[src/rtl/sid_pkg.sv]
`timescale 1ns/1ps
package sid_pkg;

    localparam int STATE_W = 3;
    localparam int ID_W    = 4;
    localparam logic [ID_W-1:0] ID_DEFAULT = 4'b1101;

    // Encoding is fixed: idle and four transmit positions in sequence.
    typedef enum logic [STATE_W-1:0] {
        ST_IDLE = 3'b000,
        ST_TX0  = 3'b001,
        ST_TX1  = 3'b010,
        ST_TX2  = 3'b011,
        ST_TX3  = 3'b100
    } sid_state_e;

    typedef struct packed {
        logic sdo;
        logic busy;
    } sid_out_t;

    // Index of the identifier bit driven in a transmit state (MSB first).
    function automatic logic [1:0] tx_bit_index(input sid_state_e st);
        case (st)
            ST_TX0:  tx_bit_index = 2'd3;
            ST_TX1:  tx_bit_index = 2'd2;
            ST_TX2:  tx_bit_index = 2'd1;
            default: tx_bit_index = 2'd0;
        endcase
    endfunction

    function automatic logic is_tx_state(input sid_state_e st);
        case (st)
            ST_TX0, ST_TX1, ST_TX2, ST_TX3: is_tx_state = 1'b1;
            default:                        is_tx_state = 1'b0;
        endcase
    endfunction

endpackage

[src/rtl/sid_next_state.sv]
`timescale 1ns/1ps
module sid_next_state
    import sid_pkg::*;
(
    input  sid_state_e cur_st,
    input  logic       req,
    output sid_state_e nxt_st
);
    always_comb begin
        case (cur_st)
            ST_IDLE: nxt_st = req ? ST_TX0 : ST_IDLE;
            ST_TX0:  nxt_st = ST_TX1;
            ST_TX1:  nxt_st = ST_TX2;
            ST_TX2:  nxt_st = ST_TX3;
            ST_TX3:  nxt_st = ST_IDLE;
            // Any code outside the five used ones falls back to idle.
            default: nxt_st = ST_IDLE;
        endcase
    end
endmodule

[src/rtl/sid_state_reg.sv]
`timescale 1ns/1ps
module sid_state_reg
    import sid_pkg::*;
(
    input  logic       clk,
    input  logic       rst,
    input  sid_state_e nxt_st,
    output sid_state_e cur_st
);
    always_ff @(posedge clk) begin
        if (rst) cur_st <= ST_IDLE;
        else     cur_st <= nxt_st;
    end
endmodule

[src/rtl/sid_out_decode.sv]
`timescale 1ns/1ps
module sid_out_decode
    import sid_pkg::*;
#(
    parameter logic [ID_W-1:0] ID_CODE = ID_DEFAULT
) (
    input  sid_state_e cur_st,
    output sid_out_t   outs
);
    logic active;

    always_comb begin
        active    = is_tx_state(cur_st);
        outs.busy = active;
        outs.sdo  = active & ID_CODE[tx_bit_index(cur_st)];
    end
endmodule

[src/rtl/sid_responder.sv]
`timescale 1ns/1ps
module sid_responder
    import sid_pkg::*;
#(
    parameter logic [ID_W-1:0] ID_CODE = ID_DEFAULT
) (
    input  logic clk,
    input  logic rst,
    input  logic req_i,
    output logic sdo_o,
    output logic busy_o
);
    sid_state_e state_q;
    sid_state_e state_d;
    sid_out_t   outs;

    sid_next_state u_next (
        .cur_st (state_q),
        .req    (req_i),
        .nxt_st (state_d)
    );

    sid_state_reg u_reg (
        .clk    (clk),
        .rst    (rst),
        .nxt_st (state_d),
        .cur_st (state_q)
    );

    sid_out_decode #(.ID_CODE(ID_CODE)) u_dec (
        .cur_st (state_q),
        .outs   (outs)
    );

    assign sdo_o  = outs.sdo;
    assign busy_o = outs.busy;
endmodule

[config.mk]
export PLATFORM = sky130hd
export DESIGN_NAME = sid_responder
export DESIGN_NICKNAME = d
export VERILOG_FILES = /design/src/rtl/sid_pkg.sv /design/src/rtl/sid_next_state.sv /design/src/rtl/sid_state_reg.sv /design/src/rtl/sid_out_decode.sv /design/src/rtl/sid_responder.sv
export SDC_FILE = /design/constraint.sdc
export NUM_CORES = 1
export LEC_CHECK = 0
export CELL_PAD_IN_SITES_DETAIL_PLACEMENT = 1
export CELL_PAD_IN_SITES_GLOBAL_PLACEMENT = 1
export CORE_AREA = 2 2 39 41
export DETAILED_ROUTE_END_ITERATION = 8
export DIE_AREA = 0 0 41 43
export PLACE_DENSITY_LB_ADDON = 0.25
export SYNTH_ARGS = -nofsm -noshare
export SYNTH_HDL_FRONTEND = slang
export SYNTH_HIERARCHICAL = 1
export SYNTH_SLANG_ARGS = --single-unit
[constraint.sdc]
create_clock -name clk -period 1.2 [get_ports clk]
set_input_delay 0.12 -clock clk [delete_from_list [all_inputs] [get_ports clk]]
set_output_delay 0.12 -clock clk [all_outputs]
set_load 0.01 [all_outputs]
# ---- Yosys cells after proc, flatten, opt, wreduce, memory -nomap -nowiden
# Cells that the tools add are included.
dict set report word_totals {
  in_bits 3
  word_cells 15
  out_inout_bits 2
  register_bits 3
}
dict set report op_classes {
  eq_ne 4
  n_mux 6
  reduce_logical 2
  order_cmp 1
  bitwise 1
}
# cell n
set op_table {}
lappend op_table {{3-bit case mux with 4 select lines} 1}
lappend op_table {{3-bit by 2-bit equality test with 1-bit output, second input constant} 2}
lappend op_table {{2-bit case mux with 3 select lines} 1}
lappend op_table {{4-bit OR reduction} 1}
lappend op_table {{3-bit by 1-bit equality test with 1-bit output, second input constant} 1}
lappend op_table {{3-bit equality test, second input constant} 1}
lappend op_table {{3-bit logical NOT} 1}
lappend op_table {{2-bit by 3-bit less-than comparator with 1-bit output, second input constant} 1}
lappend op_table {{1-bit two-way mux} 3}
lappend op_table {{1-bit binary-select mux with 2-bit select} 1}
lappend op_table {{1-bit AND} 1}

# ---- Longest topological paths before layout
# Gate-level depths: netlist of the first run.
dict set report logic_depth {
  word_depth 5
  mapped_depth 3
  mapped_depth_nobuf 3
}

# ---- By module
# Netlist of the first run, hierarchy kept.
# module seq_area_each_um2 cells_per_inst n_inst area_each_um2
set modules_own_cells {}
lappend modules_own_cells {sid_state_reg 60.1 6 1 78.8}
lappend modules_own_cells {sid_out_decode 0.0 5 1 40.0}
lappend modules_own_cells {sid_next_state 0.0 6 1 28.8}

# ---- Worst setup path after synthesis of the first run
# Ideal clock, no wire load.
dict set report synth_timing {
  kind {reg-to-output}
  start {register u_reg.cur_st[1]}
  end {output port sdo_o}
  path_stages_with_launch 3
  slack_ps 306
  required_time_ps 1080
  t_arrival_ps 774
  n_path_buf 0
  cell_sequence {dfxtp_1 -> xor2_1 -> mux2_2}
}
dict set report synth_between {
  elab_chain_cells 5
  elab_cells_between_ends 10
  classes_between {eq/ne (4); mux (4); bitwise (1); reduce/logical (1)}
}
# item line_no
set synth_rtl {}
lappend synth_rtl {{start: declaration} sid_state_reg.sv:8} ;# output sid_state_e cur_st
lappend synth_rtl {{start signal: assignment} sid_state_reg.sv:12} ;# else cur_st <= nxt_st;
lappend synth_rtl {{3-bit by 2-bit equality test with 1-bit output or 3-bit by 1-bit equality test with 1-bit output (tied branches)} {sid_pkg.sv:24, sid_pkg.sv:33}}
lappend synth_rtl {{2-bit case mux with 3 select lines} sid_pkg.sv:24} ;# case (st)
lappend synth_rtl {{1-bit binary-select mux with 2-bit select} sid_out_decode.sv:15} ;# outs.sdo = active & ID_CODE[tx_bit_index(cur_st)];
lappend synth_rtl {{1-bit two-way mux (implied by the code)} sid_out_decode.sv:15}
lappend synth_rtl {{1-bit AND (*)} sid_out_decode.sv:15}
lappend synth_rtl {{end: declaration} sid_responder.sv:10} ;# output logic sdo_o,
# Mark *: on every way between the ends. The rest lies on a longest branch, timed or not. The select of a mux whose other input is x is not followed.

# ---- Worst setup path in the final report of the first run
# Same ends and word-level chain as after synthesis.

==> results of run 1 <==
==> cells in the mapped netlist <==
library cell  instances  share of area
mux2_2                1          0.076
nor2_1                4           0.10
xor2_1                1          0.059
buf_4                 1          0.051
xnor2_1               2           0.12
nand2_1               1          0.025
nor2b_1               3           0.13
dfxtp_1               3           0.41
nor3_1                1          0.034
==> kinds of logic after synthesis <==
logic type / count (synthesis) / share of synthesized area
buf+inv: 1 / 0.0509
simple gates: 9 / 0.288
xor+xnor: 3 / 0.178
mux: 1 / 0.0763
flops: 3 / 0.407
==> path summary, 6_finish.rpt <==
path,startpoint,endpoint,slack [ns],cells past startpoint
worst max-delay path,u_reg/cur_st[1]$_SDFF_PP0_,sdo_o,-0.04,3
worst max register to register,u_reg/cur_st[0]$_SDFF_PP0_,u_reg/cur_st[1]$_SDFF_PP0_,0.29,4
worst min-delay path,rst,u_reg/cur_st[1]$_SDFF_PP0_,0.48,2
worst min register to register,u_reg/cur_st[1]$_SDFF_PP0_,u_reg/cur_st[0]$_SDFF_PP0_,0.66,3
==> critical path, stage by stage (launching register included) <==
cell     delay, ns
dfxtp_4       0.35
xor2_1        0.15
mux2_2        0.27
buf_6         0.12
==> metal layers <==
metal  vias to the layer above  share of wire  track usage
met2                         5           0.47       0.0719
met5                         -              0            0
met1                        57           0.41       0.0481
met3                         0           0.11       0.0157
met4                         0              0       0.0800
li1                         72              -            -
==> power groups by stage <==
stage          clock network (W)  registers, W   logic, W
2_1_floorplan                  0      0.000121  0.0000579
3_3_place_gp                   0      0.000120  0.0000972
3_5_place_dp                   0      0.000121  0.0000980
4_1_cts                 0.000186      0.000120   0.000104
5_1_grt                 0.000194      0.000122   0.000112
6_report                0.000175      0.000120   0.000103
==> repair_timing <==
action / in CTS / in global routing
buffers inserted: 1 / 0
endpoints found under the setup margin: 2 / 1
gates resized for setup: 12 / 0
pin swaps: 0 / 0
endpoints found under the hold margin: 0 / 0
==> stage by stage <==
stage / hold WS (ns) / setup TNS [ns] / utilization / total power (W) / area [um^2]
detailed placement: 0.629 / -0.306 / 0.156 / 0.000219 / 215
global placement: 0.621 / -0.266 / 0.156 / 0.000217 / 215
floorplan: 0.192 / 0 / - / 0.000179 / 148
global route: 0.491 / -0.0735 / 0.182 / 0.000428 / 251
finish: 0.484 / -0.0390 / 0.182 / 0.000398 / 251
CTS: 0.477 / -0.0523 / 0.182 / 0.000410 / 251
==> layout make-up <==
type	count	area, um^2
fill	168	1130
multi-input combinational	13	82.6
sequential	3	63.8
timing repair buffer	7	58.8
clock buffer	4	26.3
tap	16	20.0
==> summary.md, run 1 <==
| Metric | Value |
|---|---|
| DRT Wirelength | 337 um |
| Power Internal | approximately 0.00030 W |
| Initial antenna violation count | 0 |
| Placed Cells | 38 |
| Clock slew at reported path FFs | 0.04 ns |
| Capturing element type of the critical path | output port |
| Largest net degree at the start of global routing | 5 |
| Pleak | about 0.11 nW |
| Worst setup margin | -0.0390 ns |
| Area growth syn-to-layout | 70.3% |
| Clock sink count | 3 |
| Hold_buf cts | 0 |
| Wire per inst | around 7.8 um |
| NumNets Final | 31 |
| HP Class | input port to register |
| Violated checks | setup timing |
| Clk pwr share | 0.440 |
| DRC viols | 0 |
| Period Utilization, post-route | 1.03 |
| Switching part of the total | 0.252 |
| Post-Synthesis Cells | 17 |
| Maxcap violations | 0 |
| Relative slew slack | 0.895 |
| ANT cells | 0 |
| CTS tree | done |
| Sequential share of the synthesized area | 0.407 |
| Slew of the pin with the lowest slew margin | between 0.15 and 0.2 ns |
| IO Port Bufs | 4 |
| Max Fclk | 0.807 GHz |
| Arrival time at the worst endpoint | approximately 1.1 ns |
| Die area | ~1800 um^2 |
| PwrDens | roughly 1600 nW/um^2 |
| Vias per cell | between 3 and 4 |
| RSZ-0062 raised after global routing | true |
| Detailed Routing Iterations Pass 1 | 2 |
| Via Count | around 130 |
| Core area | around 1400 um^2 |
| Site Rows | 14 |
| Root buffer cell | clkbuf_4 |
| Pre-CTS setup slack | -0.167 ns |
| IO Count | 5 |
| Final setup viols | 1 |
| Max-slew violation count | 0 |
| Share of layout cells above drive strength 1 | 0.407 |
| Biggest regs | u_reg/cur_st (3) |
| Critical path required time | between 1 and 1.5 ns |
| Clock skew | around 0.00031 ns |
| First-pass GRT wire length | around 550 um |
| Hpwl dp | 238 um |
| Commonest non-fill, non-tap cells in the layout | clkbuf_4, buf_4, nor2_1, nor2b_1 |
| Initial core utilization | 0.107 |
| Synth warn | 6 |
| Final Wtd Congestion | about 0.53 |
| Latest clock arrival within the worst-skew pair | 0.23 ns |
| Post-detailed-route count of antenna-violating nets | 0 |
| Biggest register | u_reg/cur_st |
| Status | complete, but fails checks |
| CP max FO | 4 |
| Sequential Power Share | 0.302 |
| Setup Crit Path Kind | register to output port |
| CTS buffer count | 3 |
| H-Tree Depth | 1 |
| Yosys cell types | 9 |
| Startpoint class of the critical path | register |
| Longest Clk Path Bufs | 2 |
| Syn avg cell area | 8.68 um^2 |
| Die H | 43 um |
| Final hold vios | 0 |
| IR drop worst, VDD | 0.331 mV |
| Max reg flops | 3 |
| Global Route Usage Sum | 0.0532 |
| Switching pwr | roughly 0.00010 W |
| Chip width | just over 40 um |
| Mapped Nets | 20 |
| Min Tclk post-route | around 1.2 ns |
| Logic gate share of total power | 0.258 |
| Initial drt markers | 1 |
| #FFs+latches synth | 3 |
| Mapped cell area | 148 um^2 |
| Gr ovfl total | 0 |
| Fin cells | 43 |
| Vias in the first global route | 159 |
(Power assumes the default switching activity.)
==> run 2, diff against run 1 <==
--- a/config.mk
+++ b/config.mk
@@ -5,6 +5,7 @@
 export SDC_FILE = /design/constraint.sdc
 export NUM_CORES = 1
 export LEC_CHECK = 0
+export ABC_AREA = 1
 export CELL_PAD_IN_SITES_DETAIL_PLACEMENT = 1
 export CELL_PAD_IN_SITES_GLOBAL_PLACEMENT = 1
 export CORE_AREA = 2 2 39 41
==> run 2 against run 1 <==
  * Clock-buffer cell count stayed put
  * Highest routed layer unchanged
  * Cell area is 12% higher
  * Non-clock buffer count did not move
  * Critical path type unchanged
  * The flow now finishes without violations
==> summary.md, run 2 <==
| Metric | Value |
|---|---|
| Status | finished, final reports clean |
| Site Rows | 14 |
| Predominant post-synthesis flop cell | dfxtp_1 |
| Slew of the pin with the lowest slew margin | ~0.13 ns |
| Min Hold Slack | 0.477 ns |
| Period Utilization, post-route | 0.929 |
| PwrDens | around 1300 nW/um^2 |
| Core area | 1380 um^2 |
| Detailed Routing Iterations Pass 1 | 1 |
| Commonest cells in the netlist | inv_1, nand2_1, nor2_1 |
| Vias in the first global route | about 210 |
| Gr ovfl total | 0 |
| RSZ-0062 raised after global routing | false |
| Root buffer cell | clkbuf_4 |
| CTS tree | done |
| Capturing element type of the critical path | output port |
| Yosys cell types | 11 |
| # Post-CTS Setup Buffers | 0 |
| Global Route Usage Sum | 0.0601 |
| Wire per inst | between 7 and 8 um |
| Post-synth EDFFs | 0 |
| Fillers | between 150 and 200 |
| Hpwl dp | about 340 um |
| Maxcap violations | 0 |
| DRT Wirelength | 409 um |
| Max reg flops | 3 |
| Final hold vios | 0 |
| Max Fclk | approximately 0.90 GHz |
| Final setup viols | 0 |
| H-Tree Depth | 1 |
| Initial core utilization | 0.131 |
| Share of layout cells above drive strength 1 | 0.400 |
| IR drop worst, VDD | about 0.40 mV |
| CTS buffer count | 3 |
| Initial drt markers | 0 |
| Pleak | approximately 0.13 nW |
| Arrival time at the worst endpoint | roughly 1 ns |
| Largest net degree at the start of global routing | 5 |
| Fin cells | 56 |
| DRC viols | 0 |
| NumNets Final | 44 |
| Placed Cells | between 50 and 60 |
| Worst setup margin | roughly 0.086 ns |
| IO Port Bufs | 4 |
| Vias per cell | approximately 3.6 |
| Ys async rst share | 0 |
| CP max FO | 3 |
| First-pass GRT wire length | roughly 660 um |
| Max-slew violation count | 0 |
| Latest clock arrival within the worst-skew pair | roughly 0.23 ns |
| R2r setup slk | about 0.29 ns |
| Mapped cell area | 181 um^2 |
| Sequential share of the synthesized area | 0.331 |
| Final Wtd Congestion | between 0.6 and 0.7 |
| Area growth syn-to-layout | 55.2% |
| Clock sink count | 3 |
| Relative slew slack | 0.915 |
| Mapped Nets | 33 |
| Startpoint class of the critical path | register |
| Chip width | just over 40 um |
| Min Tclk post-route | 1.11 ns |
| Biggest regs | u_reg/cur_st (3) |
| Via Count | about 200 |
| Die H | roughly 43 um |
| Pre-CTS setup slack | -0.156 ns |
| Critical path required time | ~1.1 ns |
| ANT cells | 0 |
| #FFs+latches synth | 3 |
| Largest cells by area after synthesis | dfxtp_1, inv_1, nand2_1 |
| IO Count | 5 |
| Commonest non-fill, non-tap cell in the layout | inv_1 |
| Hold_buf cts | 0 |
| Synth warn | 6 |
| Clock skew | approximately 0.00032 ns |
| Biggest register | u_reg/cur_st |
| Most common cell in the netlist | inv_1 |
| Clock slew at reported path FFs | about 0.040 ns |
| Commonest non-fill, non-tap cells in the layout | inv_1, nor2_1, nand2_1 |
| Post-Synthesis Cells | 30 |
| Post-detailed-route count of antenna-violating nets | 0 |
| Die area | roughly 1800 um^2 |
| Longest Clk Path Bufs | 2 |
| Initial antenna violation count | 0 |
| Setup Crit Path Kind | register to output port |
| Synth top area share | 0.331 |
| Pwr Total | ~0.00037 W |
| Synth area leader | dfxtp_1 |
| Syn avg cell area | 6.05 um^2 |
| HP Class | input port to register |
## run 2: cell types whose count changed after synthesis, sizes merged
| cell | previous run | this run |
|---|---|---|
| xnor2 | 2 | 0 |
| nor2b | 3 | 1 |
| mux2 | 1 | 0 |
| nand2 | 1 | 7 |
| nand3 | 0 | 2 |
| xor2 | 1 | 0 |
| nor2 | 4 | 7 |
| a21oi | 0 | 1 |
| nor3 | 1 | 0 |
| inv | 0 | 8 |
## run 2: power breakdown
part           switching [W]  internal, W  total [W]  leakage, nW
Clock              0.0000494     0.000124   0.000174       0.0150
Combinational      0.0000396    0.0000385  0.0000782       0.0925
Sequential        0.00000550     0.000108   0.000113       0.0255
Total              0.0000945     0.000271   0.000365        0.133
## run 2: area by class of cell
type                            count  area [um^2]  share of cell area
Inverter                            8         30.0               0.107
Tap cell                           16         20.0              0.0711
Clock buffer                        4         26.3              0.0933
Multi-Input combinational cell     18         90.1               0.320
Sequential cell                     3         62.6               0.222
Timing Repair Buffer                7         52.6               0.187
## run 2: timing repair
| item | 4_1_cts | 5_1_grt |
|---|---|---|
| gates resized for setup | 11 | 1 |
| endpoints found under the hold margin | 0 | 0 |
| setup endpoints to repair | 2 | 1 |
## run 2: cells by family (layout without fill, tap and decap cells)
family | after synthesis | count (layout) | share of synthesized area
AO/OA/AOI/OAI | 1 | 1 | 0.0276
buffers and inverters | 9 | 19 | 0.207
flip-flops | 3 | 3 | 0.331
AND/OR/NAND/NOR | 17 | 17 | 0.435
## run 2: through the flow
step | setup TNS (ns) | instance area (um^2) | utilization
after floorplan | 0 | 181 | -
after global placement | -0.134 | 256 | 0.185
after detailed placement | -0.207 | 256 | 0.185
after CTS | 0 | 287 | 0.207
after global routing | 0 | 282 | 0.203
final | 0 | 282 | 0.203
## run 2: worst max-delay path: stages (launching register included)
cell and delay, ns:
dfxtp_2 0.33, inv_1 0.06, nand2_2 0.06, nand3_2 0.07, a21oi_2 0.11, buf_2 0.13
## run 2: path summary, 6_finish.rpt
kind                         startpoint                         end  depth (start not counted)
max          u_reg/cur_st[1]$_SDFF_PP0_                       sdo_o                          5
min                                 rst  u_reg/cur_st[0]$_SDFF_PP0_                          2
max reg2reg  u_reg/cur_st[0]$_SDFF_PP0_  u_reg/cur_st[0]$_SDFF_PP0_                          5
min reg2reg  u_reg/cur_st[2]$_SDFF_PP0_  u_reg/cur_st[2]$_SDFF_PP0_                          4
## run 2: per-layer routing
| layer | up-vias | routed length, um | GRT usage |
|---|---|---|---|
| li1 | 103 | - | - |
| met4 | 0 | 0 | 0.0800 |
| met3 | 0 | 29 | 0.0157 |
| met1 | 94 | 150 | 0.0479 |
| met2 | 4 | 228 | 0.0938 |
| met5 | - | 0 | 0 |
==> run 3, diff against run 2 <==
--- a/config.mk
+++ b/config.mk
@@ -9,9 +9,10 @@
 export CELL_PAD_IN_SITES_DETAIL_PLACEMENT = 1
 export CELL_PAD_IN_SITES_GLOBAL_PLACEMENT = 1
 export CORE_AREA = 2 2 39 41
+export CTS_CLUSTER_SIZE = 30
 export DETAILED_ROUTE_END_ITERATION = 8
 export DIE_AREA = 0 0 41 43
-export PLACE_DENSITY_LB_ADDON = 0.25
+export PLACE_DENSITY_LB_ADDON = 0.08
 export SYNTH_ARGS = -nofsm -noshare
 export SYNTH_HDL_FRONTEND = slang
 export SYNTH_HIERARCHICAL = 1
==> run 3 against run 2 <==
  * Sequential power about the same
  * Sequential share of layout area unchanged
  * Clock-buffer cell count unchanged
  * Register-to-register slack about the same
  * First-iteration DRC count up 2
  * Critical path depth unchanged
  * Non-clock buffer count unchanged
  * Critical path type unchanged
  * Maximum frequency down 0.53%
  * Via count down 4.5%
  * Utilization unchanged
==> summary.md, run 3 (synthesis gave the netlist of run 2 again) <==
| Metric | Value |
|---|---|
| Status | finished, final reports clean |
| Longest Clk Path Bufs | 2 |
| CTS tree | done |
| Area growth syn-to-layout | 55.2% |
| R2r setup slk | ~0.28 ns |
| Hpwl dp | roughly 350 um |
| Largest net degree at the start of global routing | 5 |
| Biggest regs | u_reg/cur_st (3) |
| Die area | between 1500 and 2000 um^2 |
| Relative slew slack | 0.910 |
| IR drop worst, VDD | about 0.36 mV |
| Startpoint class of the critical path | register |
| Arrival time at the worst endpoint | 1.00 ns |
| Worst R2R Path Depth | 6 |
| Slew of the pin with the lowest slew margin | 0.135 ns |
| Min Tclk post-route | 1.12 ns |
| Die H | around 43 um |
| Core area | 1380 um^2 |
| Vias per cell | 3.43 |
| Critical path required time | between 1 and 1.5 ns |
| Worst Hold End | u_reg/cur_st[2]$_SDFF_PP0_ |
| CP max FO | 3 |
| Clock skew | 0.00500 ns |
| Wire per inst | ~8 um |
| Final Wtd Congestion | between 0.6 and 0.7 |
| PwrDens | approximately 1300 nW/um^2 |
| DRT Wirelength | 448 um |
| Post-route cell area | about 280 um^2 |
| Final hold vios | 0 |
| Global Route Usage Sum | 0.0661 |
| H-Tree Depth | 1 |
| Initial core utilization | 0.131 |
| Via Count | 192 |
| Initial drt markers | 2 |
| Fin cells | 56 |
| Post-detailed-route count of antenna-violating nets | 0 |
| Clock slew at reported path FFs | roughly 0.04 ns |
| Core Util, Final | 0.203 |
| IO Port Bufs | 4 |
| DRC viols | 0 |
| Final setup viols | 0 |
| Pleak | 0.133 nW |
| Pwr Total | between 0.0003 and 0.0004 W |
| Max reg flops | 3 |
| Hold_sp | rst |
| CTS buffer count | 3 |
| Min Hold Slack | around 0.48 ns |
| ANT cells | 0 |
| Setup Crit Path Kind | register to output port |
| Origin of the critical flop-to-flop path | u_reg/cur_st[0]$_SDFF_PP0_ |
| Site Rows | 14 |
| Max-slew violation count | 0 |
| Latest clock arrival within the worst-skew pair | around 0.23 ns |
| Clock sink count | 3 |
| Placed inst area | 256 um^2 |
| Share of layout cells above drive strength 1 | 0.375 |
| Chip width | 41 um |
| Gr ovfl total | 0 |
| R2R Path End | u_reg/cur_st[1]$_SDFF_PP0_ |
| Root buffer cell | clkbuf_4 |
| Period Utilization, post-route | 0.934 |
| Commonest non-fill, non-tap cells in the layout | inv_1, nor2_1, nand2_1 |
| NumNets Final | 44 |
| Vias in the first global route | roughly 190 |
| Capturing element type of the critical path | output port |
| Depth of the worst hold-timing path | 2 |
| Detailed Routing Iterations Pass 1 | 2 |
| IO Count | 5 |
| Maxcap violations | 0 |
| Max Fclk | 0.893 GHz |
| Fillers | between 150 and 200 |
| # Post-CTS Setup Buffers | 0 |
| Commonest non-fill, non-tap cell in the layout | inv_1 |
| First-pass GRT wire length | between 700 and 800 um |
| Placed Cells | 52 |
| Biggest register | u_reg/cur_st |
| HP Class | input port to register |
| Initial antenna violation count | 0 |
==> run 3: cell types whose count changed in the layout (fill, tap and decap cells not counted) <==
| cell | change |
|---|---|
| inv_2 | -1 |
| inv_1 | +1 |
==> run 3: worst max-delay path by stage <==
stage | from | endpoint | cells after the start
after floorplan | u_reg/cur_st[1]$_SDFF_PP0_ | sdo_o | 4
after global placement | u_reg/cur_st[1]$_SDFF_PP0_ | sdo_o | 5
after detailed placement | u_reg/cur_st[1]$_SDFF_PP0_ | sdo_o | 5
after CTS | u_reg/cur_st[2]$_SDFF_PP0_ | busy_o | 5
after global routing | u_reg/cur_st[1]$_SDFF_PP0_ | sdo_o | 5
final | u_reg/cur_st[1]$_SDFF_PP0_ | sdo_o | 5
==> run 3: repair_timing <==
action / CTS / global route
hold endpoints to repair: 0 / 0
setup endpoints to repair: 2 / 2
resized for setup: 7 / 4
hold buffers: 0 / 0
gates cloned: 0 / 0
==> run 3: final cells by class <==
| type | instances | area (um^2) | area share |
|---|---|---|---|
| timing repair buffer | 7 | 52.6 | 0.187 |
| multi-input combinational | 18 | 90.1 | 0.320 |
| clock buffer | 4 | 26.3 | 0.0933 |
| sequential | 3 | 62.6 | 0.222 |
| tap | 16 | 20.0 | 0.0711 |
| inverter | 8 | 30.0 | 0.107 |
==> run 3: through the flow <==
step           TNS (ns)  setup slack [ns]
6_report              0            0.0798
5_1_grt        -0.00648          -0.00648
4_1_cts               0            0.0107
3_5_place_dp     -0.197            -0.147
3_3_place_gp     -0.195            -0.141
2_1_floorplan         0             0.301
==> run 3: routing by layer <==
metal | global-route usage | up-vias | share of wire
met1 | 0.0735 | 85 | 0.42
met4 | 0.0600 | 0 | 0
met3 | 0.0314 | 0 | 0.058
met2 | 0.0875 | 3 | 0.52
li1 | - | 104 | -
met5 | 0 | - | 0
==> run 3: power by group <==
part / leakage [nW] / total (W) / switching [W] / internal [W]
logic: 0.0922 / 0.0000789 / 0.0000404 / 0.0000385
registers: 0.0255 / 0.000113 / 0.00000560 / 0.000108
clock network: 0.0150 / 0.000179 / 0.0000544 / 0.000125
==> run 3: worst max-delay path: stages (launching register included) <==
cell	delay, ns
dfxtp_2	0.33
inv_1	0.06
nand2_2	0.06
nand3_2	0.07
a21oi_2	0.11
buf_2	0.13
